## config.mk

```make
export PLATFORM = sky130hd
export DESIGN_NAME = src_operand_fetch
export DESIGN_NICKNAME = d
export VERILOG_FILES = /design/src/rtl/sof_pkg.sv /design/src/rtl/sof_ctrl.sv /design/src/rtl/sof_datapath.sv /design/src/rtl/src_operand_fetch.sv
export SDC_FILE = /design/constraint.sdc
export NUM_CORES = 1
export LEC_CHECK = 0
export ABC_AREA = 1
export CORE_MARGIN = 2
export CORE_UTILIZATION = 48
export DETAILED_ROUTE_END_ITERATION = 7
export GPL_TIMING_DRIVEN = 0
export MAX_ROUTING_LAYER = met4
export PLACE_DENSITY = 0.83
export SLEW_MARGIN = 30
export SYNTH_ARGS = -nofsm -noshare
export SYNTH_HDL_FRONTEND = slang
export SYNTH_SLANG_ARGS = --single-unit
```

## constraint.sdc

```tcl
create_clock -name clk -period 2.1 [get_ports clk]
set_input_delay 0.21 -clock clk [delete_from_list [all_inputs] [get_ports clk]]
set_output_delay 0.21 -clock clk [all_outputs]
set_load 0.005 [all_outputs]
```

## src/rtl/sof_pkg.sv

```systemverilog
package sof_pkg;
  localparam int IDX_W = 4;
  localparam logic [IDX_W-1:0] PC_IDX = 4'd0;
  localparam logic [IDX_W-1:0] SR_IDX = 4'd2;
  localparam logic [IDX_W-1:0] CG_IDX = 4'd3;

  typedef enum logic [2:0] {K_REG, K_CONST, K_INDEX, K_ABS, K_IND, K_AUTO} kind_t;
  typedef enum logic [1:0] {S_IDLE, S_EXT, S_BASE, S_DATA} state_t;
  typedef enum logic [1:0] {RD_IN, RD_PC, RD_HELD} rdSel_t;

  typedef struct packed {
    logic   capField;
    logic   capDirect;
    logic   capPtr;
    logic   capExt;
    logic   capBase;
    logic   capData;
    rdSel_t rdSel;
    logic   memReq;
    logic   memUseAddr;
    logic   wrPc;
    logic   wrPtr;
  } strobe_t;

  function automatic kind_t classify(input logic [IDX_W-1:0] r, input logic [1:0] m);
    kind_t k;
    if (r == CG_IDX)                 k = K_CONST;
    else if (r == SR_IDX && m[1])    k = K_CONST;
    else begin
      case (m)
        2'd0:    k = K_REG;
        2'd1:    k = (r == SR_IDX) ? K_ABS : K_INDEX;
        2'd2:    k = K_IND;
        default: k = K_AUTO;
      endcase
    end
    return k;
  endfunction

  function automatic logic usesExt(input logic [IDX_W-1:0] r, input logic [1:0] m);
    kind_t k;
    k = classify(r, m);
    return (k == K_INDEX) || (k == K_ABS) || (k == K_AUTO && r == PC_IDX);
  endfunction
endpackage

```

## src/rtl/sof_ctrl.sv

```systemverilog
module sof_ctrl
  import sof_pkg::*;
(
  input  logic    clk,
  input  logic    rstN,
  input  logic    startReq,
  input  kind_t   startKind,
  input  logic    memAck,
  output strobe_t stb,
  output logic    idle
);
  state_t state, nextState;
  kind_t  kindQ;

  always_comb begin
    stb       = '0;
    stb.rdSel = RD_HELD;
    nextState = state;
    case (state)
      S_IDLE: begin
        stb.rdSel = RD_IN;
        if (startReq) begin
          stb.capField = 1'b1;
          case (startKind)
            K_REG, K_CONST: stb.capDirect = 1'b1;
            K_INDEX, K_ABS: nextState = S_EXT;
            default: begin
              stb.capPtr = 1'b1;
              nextState  = S_DATA;
            end
          endcase
        end
      end
      S_EXT: begin
        stb.rdSel  = RD_PC;
        stb.memReq = 1'b1;
        if (memAck) begin
          stb.capExt = 1'b1;
          stb.wrPc   = 1'b1;
          nextState  = S_BASE;
        end
      end
      S_BASE: begin
        stb.capBase = 1'b1;
        nextState   = S_DATA;
      end
      default: begin
        stb.memReq     = 1'b1;
        stb.memUseAddr = 1'b1;
        if (memAck) begin
          stb.capData = 1'b1;
          stb.wrPtr   = (kindQ == K_AUTO);
          nextState   = S_IDLE;
        end
      end
    endcase
  end

  always_ff @(posedge clk) begin
    if (!rstN) begin
      state <= S_IDLE;
      kindQ <= K_REG;
    end else begin
      state <= nextState;
      if (stb.capField) kindQ <= startKind;
    end
  end

  assign idle = (state == S_IDLE);
endmodule

```

## src/rtl/sof_datapath.sv

```systemverilog
module sof_datapath
  import sof_pkg::*;
#(
  parameter int DATA_W = 16,
  parameter int EXT_W  = 2
) (
  input  logic              clk,
  input  logic              rstN,
  input  strobe_t           stb,
  input  logic [IDX_W-1:0]  srcReg,
  input  logic [1:0]        srcMode,
  input  logic              byteOp,
  input  logic [DATA_W-1:0] rfRdData,
  input  logic [DATA_W-1:0] memRdata,
  output kind_t             startKind,
  output logic [IDX_W-1:0]  rfRdIdx,
  output logic              rfWrEn,
  output logic [IDX_W-1:0]  rfWrIdx,
  output logic [DATA_W-1:0] rfWrData,
  output logic              memReq,
  output logic [DATA_W-1:0] memAddr,
  output logic              opValid,
  output logic [DATA_W-1:0] opData,
  output logic [EXT_W-1:0]  extWords
);
  localparam int HALF = DATA_W / 2;
  localparam logic [DATA_W-1:0] WORD_STEP = DATA_W'(2);
  localparam logic [DATA_W-1:0] BYTE_STEP = DATA_W'(1);

  logic [IDX_W-1:0]  regQ;
  logic              byteQ;
  logic              extFlagQ;
  logic [DATA_W-1:0] addrQ, extQ, pcSaveQ;
  logic              opValidQ;
  logic [DATA_W-1:0] opDataQ;
  logic [EXT_W-1:0]  extWordsQ;

  logic [DATA_W-1:0] cgVal, directRaw, directVal, baseVal, stepVal, memPick;
  logic [HALF-1:0]   laneByte;

  assign startKind = classify(srcReg, srcMode);

  always_comb begin
    case (stb.rdSel)
      RD_IN:   rfRdIdx = srcReg;
      RD_PC:   rfRdIdx = PC_IDX;
      default: rfRdIdx = regQ;
    endcase
  end

  always_comb begin
    if (srcReg == CG_IDX) begin
      case (srcMode)
        2'd0:    cgVal = '0;
        2'd1:    cgVal = DATA_W'(1);
        2'd2:    cgVal = DATA_W'(2);
        default: cgVal = '1;
      endcase
    end else begin
      cgVal = srcMode[0] ? DATA_W'(8) : DATA_W'(4);
    end
  end

  assign directRaw = (startKind == K_CONST) ? cgVal : rfRdData;
  assign directVal = byteOp ? {{(DATA_W-HALF){1'b0}}, directRaw[HALF-1:0]} : directRaw;

  always_comb begin
    if (regQ == PC_IDX)      baseVal = pcSaveQ;
    else if (regQ == SR_IDX) baseVal = '0;
    else                     baseVal = rfRdData;
  end

  assign stepVal  = (byteQ && regQ != PC_IDX) ? BYTE_STEP : WORD_STEP;
  assign laneByte = addrQ[0] ? memRdata[DATA_W-1:HALF] : memRdata[HALF-1:0];
  assign memPick  = byteQ ? {{(DATA_W-HALF){1'b0}}, laneByte} : memRdata;

  assign memReq   = stb.memReq;
  assign memAddr  = stb.memUseAddr ? {addrQ[DATA_W-1:1], 1'b0} : {rfRdData[DATA_W-1:1], 1'b0};
  assign rfWrEn   = stb.wrPc | stb.wrPtr;
  assign rfWrIdx  = stb.wrPc ? PC_IDX : regQ;
  assign rfWrData = stb.wrPc ? (rfRdData + WORD_STEP) : (addrQ + stepVal);

  always_ff @(posedge clk) begin
    if (!rstN) begin
      regQ      <= '0;
      byteQ     <= 1'b0;
      extFlagQ  <= 1'b0;
      addrQ     <= '0;
      extQ      <= '0;
      pcSaveQ   <= '0;
      opValidQ  <= 1'b0;
      opDataQ   <= '0;
      extWordsQ <= '0;
    end else begin
      opValidQ <= stb.capDirect | stb.capData;
      if (stb.capField) begin
        regQ     <= srcReg;
        byteQ    <= byteOp;
        extFlagQ <= usesExt(srcReg, srcMode);
      end
      if (stb.capPtr) addrQ <= rfRdData;
      if (stb.capExt) begin
        extQ    <= memRdata;
        pcSaveQ <= rfRdData;
      end
      if (stb.capBase) addrQ <= extQ + baseVal;
      if (stb.capDirect) begin
        opDataQ   <= directVal;
        extWordsQ <= '0;
      end
      if (stb.capData) begin
        opDataQ   <= memPick;
        extWordsQ <= EXT_W'(extFlagQ);
      end
    end
  end

  assign opValid  = opValidQ;
  assign opData   = opDataQ;
  assign extWords = extWordsQ;
endmodule

```

## src/rtl/src_operand_fetch.sv

```systemverilog
module src_operand_fetch
  import sof_pkg::*;
#(
  parameter int DATA_W = 16,
  parameter int EXT_W  = 2
) (
  input  logic              clk,
  input  logic              rstN,
  input  logic              startReq,
  input  logic [3:0]        srcReg,
  input  logic [1:0]        srcMode,
  input  logic              byteOp,
  output logic [3:0]        rfRdIdx,
  input  logic [DATA_W-1:0] rfRdData,
  output logic              rfWrEn,
  output logic [3:0]        rfWrIdx,
  output logic [DATA_W-1:0] rfWrData,
  output logic              memReq,
  output logic [DATA_W-1:0] memAddr,
  input  logic [DATA_W-1:0] memRdata,
  input  logic              memAck,
  output logic              opValid,
  output logic [DATA_W-1:0] opData,
  output logic [EXT_W-1:0]  extWords
);
  strobe_t stb;
  kind_t   startKind;
  logic    ctlIdle;

  sof_ctrl u_ctrl (
    .clk(clk), .rstN(rstN), .startReq(startReq), .startKind(startKind),
    .memAck(memAck), .stb(stb), .idle(ctlIdle)
  );

  sof_datapath #(.DATA_W(DATA_W), .EXT_W(EXT_W)) u_dp (
    .clk(clk), .rstN(rstN), .stb(stb), .srcReg(srcReg), .srcMode(srcMode),
    .byteOp(byteOp), .rfRdData(rfRdData), .memRdata(memRdata),
    .startKind(startKind), .rfRdIdx(rfRdIdx), .rfWrEn(rfWrEn),
    .rfWrIdx(rfWrIdx), .rfWrData(rfWrData), .memReq(memReq),
    .memAddr(memAddr), .opValid(opValid), .opData(opData), .extWords(extWords)
  );
endmodule

```

==> impl_metrics.json, run 1 <==
{
  "r2r_cells": 19,
  "htree_levels": 3,
  "start_util_pct": 49.0,
  "holdPathStages": 3,
  "synth_common_cells": "195 x nand2_1, 133 x o21ai_0, 97 x inv_1",
  "status": "finished with violations",
  "violations": "setup timing",
  "ir_drop_mv": 0.725,
  "synth_flop_cell": "dfxtp_1",
  "syn_area_sq_um": 5600,
  "cp_cell_sequence": "nor2_4 > nand2_2 > nor2_4 > nor2_4 > ha_4 > fa_2 > nand2_4 > nor2_4 > nand3_2 > nor2_4 > o31ai_1 > clkdlybuf4s15_1",
  "preCtsSetupSlack_ns": -0.797,
  "grt_pass1_wl_um": 32900,
  "cpMostUsedCell": "nor2_4",
  "crit_path_max_incr_delay_ns": 0.37,
  "worst_slack_ns": -0.617,
  "fin_util_pct": 68.8,
  "slowest_stage": "fa_2",
  "crit_required_ns": 1.89,
  "numCtsBuffers": 9,
  "power_per_cell_area_nw_per_um2": 1140,
  "synth_cell_type_count": 45,
  "ioPinCount": 104,
  "yosysWarnings": 0,
  "cts-root-buf": "clkbuf_16",
  "numPortBuffers": 100,
  "tightest_slew_ns": 0.688,
  "crit_fanout": 2,
  "overflow": 0,
  "cts_hold_buf": 0,
  "slew_violations": 0,
  "synthCells": 877,
  "p_total_mw": 8.94,
  "synth.most_common_cell": "nand2_1",
  "area_growth_pct": 40.4,
  "grt_pass1_vias": 6250,
  "grtUsageTotal_pct": 34.3,
  "nNetsFinal": 1099,
  "ys_seq_area_share_pct": 27.5,
  "core_sq_um": 11400,
  "drt-total-wl_um": 22100,
  "multi_input_area_sq_um": 3910,
  "num_vias": 6953,
  "crit_arrival_ns": 2.51,
  "rsz0062_at_grt": "true",
  "antenna_found_initial": 0,
  "layout-drive-gt1-share_pct": 23.0,
  "cts.sinks": 77,
  "wl_per_cell_um": 18.8,
  "avgViaCountPerCell": 5.91,
  "dp_hpwl_um": 15400,
  "setup_violations": 30,
  "drt_pass1_iterations": 5,
  "startpoint_type": "register",
  "clk_latency_ns": 0.35,
  "min_period_ns": 2.72,
  "timing.fmax_ghz": 0.368,
  "synth.top_cell.area_share_pct": 27.5,
  "antenna_left": 0,
  "crit_path_end_kind": "output port",
  "hold_viol": 0,
  "num_rows": 39,
  "maxCapViolations": 0,
  "drt_iter0_markers": 756,
  "n_antenna_cell": 0,
  "p_leak_nw": 3.59,
  "clk_pin_slew_ns": 0.06,
  "ys_seq_elements": 77,
  "synth.top_cells.by_area": "dfxtp_1 28%, nand2_1 13%, o21ai_0 12%",
  "syn_avg_cell_area_sq_um": 6.38,
  "dieHeight_um": 112,
  "fin_crit_sh_pct": 129,
  "cts_tree": "yes",
  "fp.dieW_um": 112,
  "synth_edf_count": 0,
  "async_reset_ff_share_pct": 0,
  "ff_latch_area_sq_um": 1550,
  "clockBufferDepth": 2,
  "slew_headroom_pct": 54.1,
  "synth_top_area_cell": "dfxtp_1",
  "gp_congestion": 0.979,
  "hp-class": "in -> reg",
  "grt_max_degree": 15,
  "drcViolationCount": 0,
  "path_class": "reg -> out",
  "fillerInstances": 966,
  "clock-skew-final_ns": 0.00540,
  "die_area_sq_um": 12500
}
-- cells in the final DEF, fill, tap and decap left out, types with 4 or more instances in the layout --
master	instances
nor2_1	48
a21oi_2	15
ha_4	7
o21ai_2	13
xor2_1	13
dlygate4sd2_1	11
buf_4	38
a22oi_1	8
nand2_1	168
inv_1	85
nand2_4	9
nor2_2	10
o21ai_0	102
o21ai_1	26
ha_1	17
inv_2	17
nand3_1	36
nand2_2	29
clkbuf_1	15
a21oi_1	80
nor3_1	6
nand3_2	14
clkbuf_16	10
nor2_4	10
buf_6	14
o22ai_1	4
nand4_1	6
dfxtp_1	72
clkdlybuf4s50_1	73
buf_2	18
-- flip-flops by register name, summed over array words and instances, names as in the netlist, 2 cells and up --
register / count
u_dp.pcSaveQ: 16
u_ctrl.state: 2
u_dp.addrQ: 16
u_ctrl.kindQ: 3
u_dp.regQ: 4
u_dp.opData: 16
u_dp.extQ: 16
-- worst max-delay path: cells and delay by family, from the launching register on --
family / cells / cell delay (ns)
AO/OA/AOI/OAI: 1 / 0.35
AND/OR/NAND/NOR: 8 / 0.67
adder cells (fa/ha/maj): 2 / 0.53
flip-flops: 1 / 0.33
buffers and inverters: 1 / 0.28
-- path summary, 6_finish.rpt --
check	from	to	slack [ns]
worst max-delay path	u_dp.regQ[2]	rfWrData[6]	-0.62
worst min-delay path	rstN	u_dp.pcSaveQ[2]	0.33
worst max register to register	u_dp.regQ[2]	u_dp.addrQ[15]	-0.52
worst min register to register	u_dp.extFlagQ	u_dp.extWords[0]	0.48
-- what timing repair did --
action / 4_1_cts / 5_1_grt
endpoints found under the setup margin: 55 / 50
cloned: 1 / 0
gates resized for setup: 174 / 79
pin swaps: 39 / 49
setup buffers: 29 / 11
-- logic make-up after synthesis --
kind of cell / count (synthesis) / share of synthesized area, %
simple gates: 351 / 28.4
compound gates: 259 / 24.3
buf+inv: 143 / 10.4
flops: 77 / 27.5
fa+ha+maj: 28 / 6.53
xor+xnor: 18 / 2.82
other cells: 1 / 0.0670
-- final cells by class --
type	instances	area share, %
Buffer	38	3.47
Clock inverter	5	0.525
Clock buffer	11	3.22
Timing Repair Buffer	140	16.0
Sequential cell	77	19.8
Multi-Input combinational cell	658	49.8
Tap cell	143	2.28
Inverter	104	5.03
-- routing by layer --
layer / global-route usage (%) / up-vias / wire, um
met1: 41.4 / 3156 / 8370
met3: 7.29 / 125 / 2220
met2: 53.4 / 473 / 9830
met4: 19.4 / 0 / 1640
met5: - / - / 0
li1: - / 3199 / -
-- power by group --
| part | total [mW] | switching [mW] | leakage (nW) | internal [mW] |
|---|---|---|---|---|
| clock | 1.57 | 0.694 | 0.139 | 0.876 |
| sequential | 2.31 | 0.429 | 0.633 | 1.88 |
| combinational | 5.06 | 2.87 | 2.82 | 2.19 |
-- through the flow --
step                TNS [ns]  instance area, sq um  std cells  hold slack, ns
finish                -12.67                  7860       1176           0.335
global route          -15.91                  7860       1176           0.386
CTS                    -9.98                  7560       1166           0.313
detailed placement    -18.82                  6830       1121           0.460
global placement      -18.10                  6830       1121           0.457
floorplan                  0                  5650        878           0.338
(Power assumes the default switching activity.)
==> inputs of run 2 (changes only) <==
Settings changed: ABC_AREA 1 to unset.
==> run 2 against run 1 <==
The flow still finishes with violations (setup timing); first-iteration DRC count decreased by 22%; critical path depth rose by 1; global-route usage down 1.7 points; clock-buffer cell count unchanged; via count down 11%; utilization is 1.6 points higher; area after synthesis shrank 1.7%; sequential share of layout area down 0.25 points; routed wire length shrank 4.9%; critical endpoint is now u_dp.addrQ[12].
==> impl_metrics.json, run 2 <==
{
  "status": "finished with violations",
  "violations": "setup timing",
  "start_util_pct": 48.6,
  "hp-class": "in -> reg",
  "startpoint_type": "register",
  "min_period_ns": 3.05,
  "grt_pass1_vias": 5868,
  "fin_crit_sh_pct": 145,
  "grtUsageTotal_pct": 32.6,
  "final_common_cell": "nand2_1",
  "crit_path_end_kind": "register",
  "syn_avg_cell_area_sq_um": 7.55,
  "synth.top_cell.area_share_pct": 28.0,
  "combPwrFrac_pct": 49.1,
  "fin_hold_ws_ns": 0.269,
  "area_growth_pct": 44.8,
  "fp.dieW_um": 111,
  "ys_seq_elements": 77,
  "setup_violations": 31,
  "slew_headroom_pct": 50.6,
  "cts_hold_buf": 0,
  "finalNonFillerCells": 1027,
  "cp_cell_sequence": "or3_4 > buf_8 > clkbuf_16 > nand2_4 > nand2_4 > ha_4 > fa_2 > a21o_1 > a21oi_2 > o21ai_2 > a21oi_2 > nor4_1 > or4_1",
  "synth_top_area_cell": "dfxtp_1",
  "crit_path_max_incr_delay_ns": 0.52,
  "yosysWarnings": 0,
  "num_vias": 6211,
  "drt_pass1_iterations": 6,
  "crit_arrival_ns": 3.27,
  "synthCells": 729,
  "syn_area_sq_um": 5500,
  "grt_pass1_wl_um": 31200,
  "die_area_sq_um": 12300,
  "n_antenna_cell": 0,
  "p_leak_nw": 3.28,
  "synth_flop_cell": "dfxtp_1",
  "hold_viol": 0,
  "synth_cell_type_count": 58,
  "overflow": 0,
  "r2r_cells": 13,
  "slew_violations": 0,
  "cts-root-buf": "clkbuf_16",
  "drt-total-wl_um": 21000,
  "layout-drive-gt1-share_pct": 25.1,
  "synth.most_common_cell": "nand2_1",
  "clk_pin_slew_ns": 0.06,
  "clockPowerShare_pct": 24.5,
  "reg2reg_setup_slack_ns": -0.95,
  "worst_slack_ns": -0.950,
  "numCtsBuffers": 9,
  "wl_per_cell_um": 20.4,
  "cts_tree": "yes",
  "power_frac_seq_pct": 26.4,
  "slowest_stage": "or4_1",
  "final_cell_mix": "175 x nand2_1, 72 x dfxtp_1, 54 x clkdlybuf4s50_1, 44 x a21boi_0, 41 x buf_4",
  "crit_required_ns": 2.32,
  "antenna_left": 0,
  "swShare_pct": 38.2,
  "antenna_found_initial": 0,
  "timing.fmax_ghz": 0.328,
  "ys_seq_area_share_pct": 28.0,
  "path_class": "reg -> reg",
  "core_sq_um": 11300,
  "r2r_end": "u_dp.addrQ[12]",
  "cts.sinks": 77,
  "switching_power_mw": 2.90,
  "intPower_mw": 4.70,
  "nNetsFinal": 950,
  "async_reset_ff_share_pct": 0,
  "clockBufferDepth": 2,
  "num_rows": 39,
  "ir_drop_mv": 0.639,
  "grt_max_degree": 14,
  "tightest_slew_ns": 0.741,
  "avgViaCountPerCell": 6.05,
  "drt_iter0_markers": 589,
  "synth.top_cells.by_area": "dfxtp_1 28%, nand2_1 13%, a21boi_0 6.1%",
  "clock-skew-final_ns": 0.00743,
  "crit-reg2reg-launch": "u_dp.regQ[0]",
  "maxCapViolations": 0,
  "holdPathStages": 3,
  "drcViolationCount": 0,
  "fillerInstances": 819,
  "rsz0062_at_grt": "true",
  "holdCritStartpoint": "rfRdData[8]",
  "holdPathEnd": "u_dp.pcSaveQ[8]",
  "crit_fanout": 5,
  "synth_common_cells": "191 x nand2_1, 77 x dfxtp_1, 45 x a21boi_0",
  "clk_latency_ns": 0.35,
  "dp_hpwl_um": 13400,
  "ioPinCount": 104,
  "dp_cells": 963,
  "gp_congestion": 1.03,
  "numPortBuffers": 90,
  "power_per_cell_area_nw_per_um2": 954,
  "dieHeight_um": 111,
  "synth_edf_count": 0,
  "htree_levels": 3
}
-- run 2: what timing repair did --
action | 4_1_cts | 5_1_grt
buffers inserted | 31 | 22
gates cloned | 0 | 1
gates resized for setup | 202 | 68
setup endpoints to repair | 60 | 82
pin swaps | 36 | 42
-- run 2: power by group through the flow --
stage          clock, mW  combinational, mW  sequential [mW]
2_1_floorplan          0               1.81             1.92
3_3_place_gp           0               2.94             1.98
3_5_place_dp           0               2.96             1.99
4_1_cts             1.85               3.34             1.98
5_1_grt             1.91               4.00             2.02
6_report            1.87               3.73             2.00
-- run 2: metrics by stage --
| step | total power [mW] | setup WS [ns] | setup TNS, ns | util (%) | instance area [sq um] |
|---|---|---|---|---|---|
| floorplan | 3.73 | -0.791 | -9.19 | - | 5590 |
| global placement | 4.91 | -1.33 | -35.12 | 59.0 | 6670 |
| detailed placement | 4.95 | -1.36 | -36.01 | 59.0 | 6670 |
| CTS | 7.17 | -0.942 | -20.02 | 67.2 | 7610 |
| global route | 7.94 | -1.01 | -22.44 | 70.4 | 7970 |
| finish | 7.60 | -0.950 | -20.47 | 70.4 | 7970 |
-- run 2: worst max path at each step --
stage / start / endpoint / slack (ns) / cells past startpoint
final: u_dp.regQ[0] / u_dp.addrQ[12] / -0.95 / 13
after global routing: u_dp.regQ[0] / u_dp.addrQ[12] / -1.01 / 14
after CTS: u_dp.regQ[0] / u_dp.addrQ[12] / -0.94 / 13
after detailed placement: u_dp.regQ[0] / rfWrData[12] / -1.36 / 13
after global placement: u_dp.regQ[0] / rfWrData[14] / -1.33 / 13
after floorplan: u_dp.regQ[3] / u_dp.addrQ[12] / -0.79 / 13
-- run 2: worst max-delay path: cells and delay by family, from the launching register on --
kind | cells | cell delay, ns
compound gates | 4 | 0.67
fa+ha+maj | 2 | 0.51
buf+inv | 2 | 0.29
flops | 1 | 0.34
simple gates | 5 | 1.09
-- run 2: kinds of logic (layout without fill, tap and decap cells) --
logic type	count (synthesis)	in the layout	share of synthesized area, %
other	1	2	0.0681
xor gates and xnor gates	39	39	6.21
DFF	77	77	28.0
muxes	33	33	6.39
buffers and inverters	64	218	4.93
adders and majority gates	28	28	6.64
AOI/OAI and AO/OA	173	173	21.5
and+or+nand+nor	314	314	26.3
-- run 2: cell type report --
type,count,area [sq um],share of cell area (%)
buffer,55,357,4.47
clock buffer,11,243,3.05
inverter,6,22.5,0.283
multi-input combinational,589,4240,53.2
sequential,77,1560,19.5
timing repair buffer,141,1270,15.9
clock inverter,5,106,1.33
tap,143,179,2.24
-- run 2: routing by layer --
layer,global-route usage (%),routed length (um),vias to the layer above
li1,-,-,2831
met1,39.1,8250,2866
met2,51.9,9660,401
met3,6.89,1800,113
met4,17.0,1270,0
met5,-,0,-
==> inputs of run 3 (changes only) <==
Settings changed: CTS_CLUSTER_DIAMETER set to 40.
==> results of run 3 <==
Same layout as run 2: the final DEF is identical, and so are final timing and power.
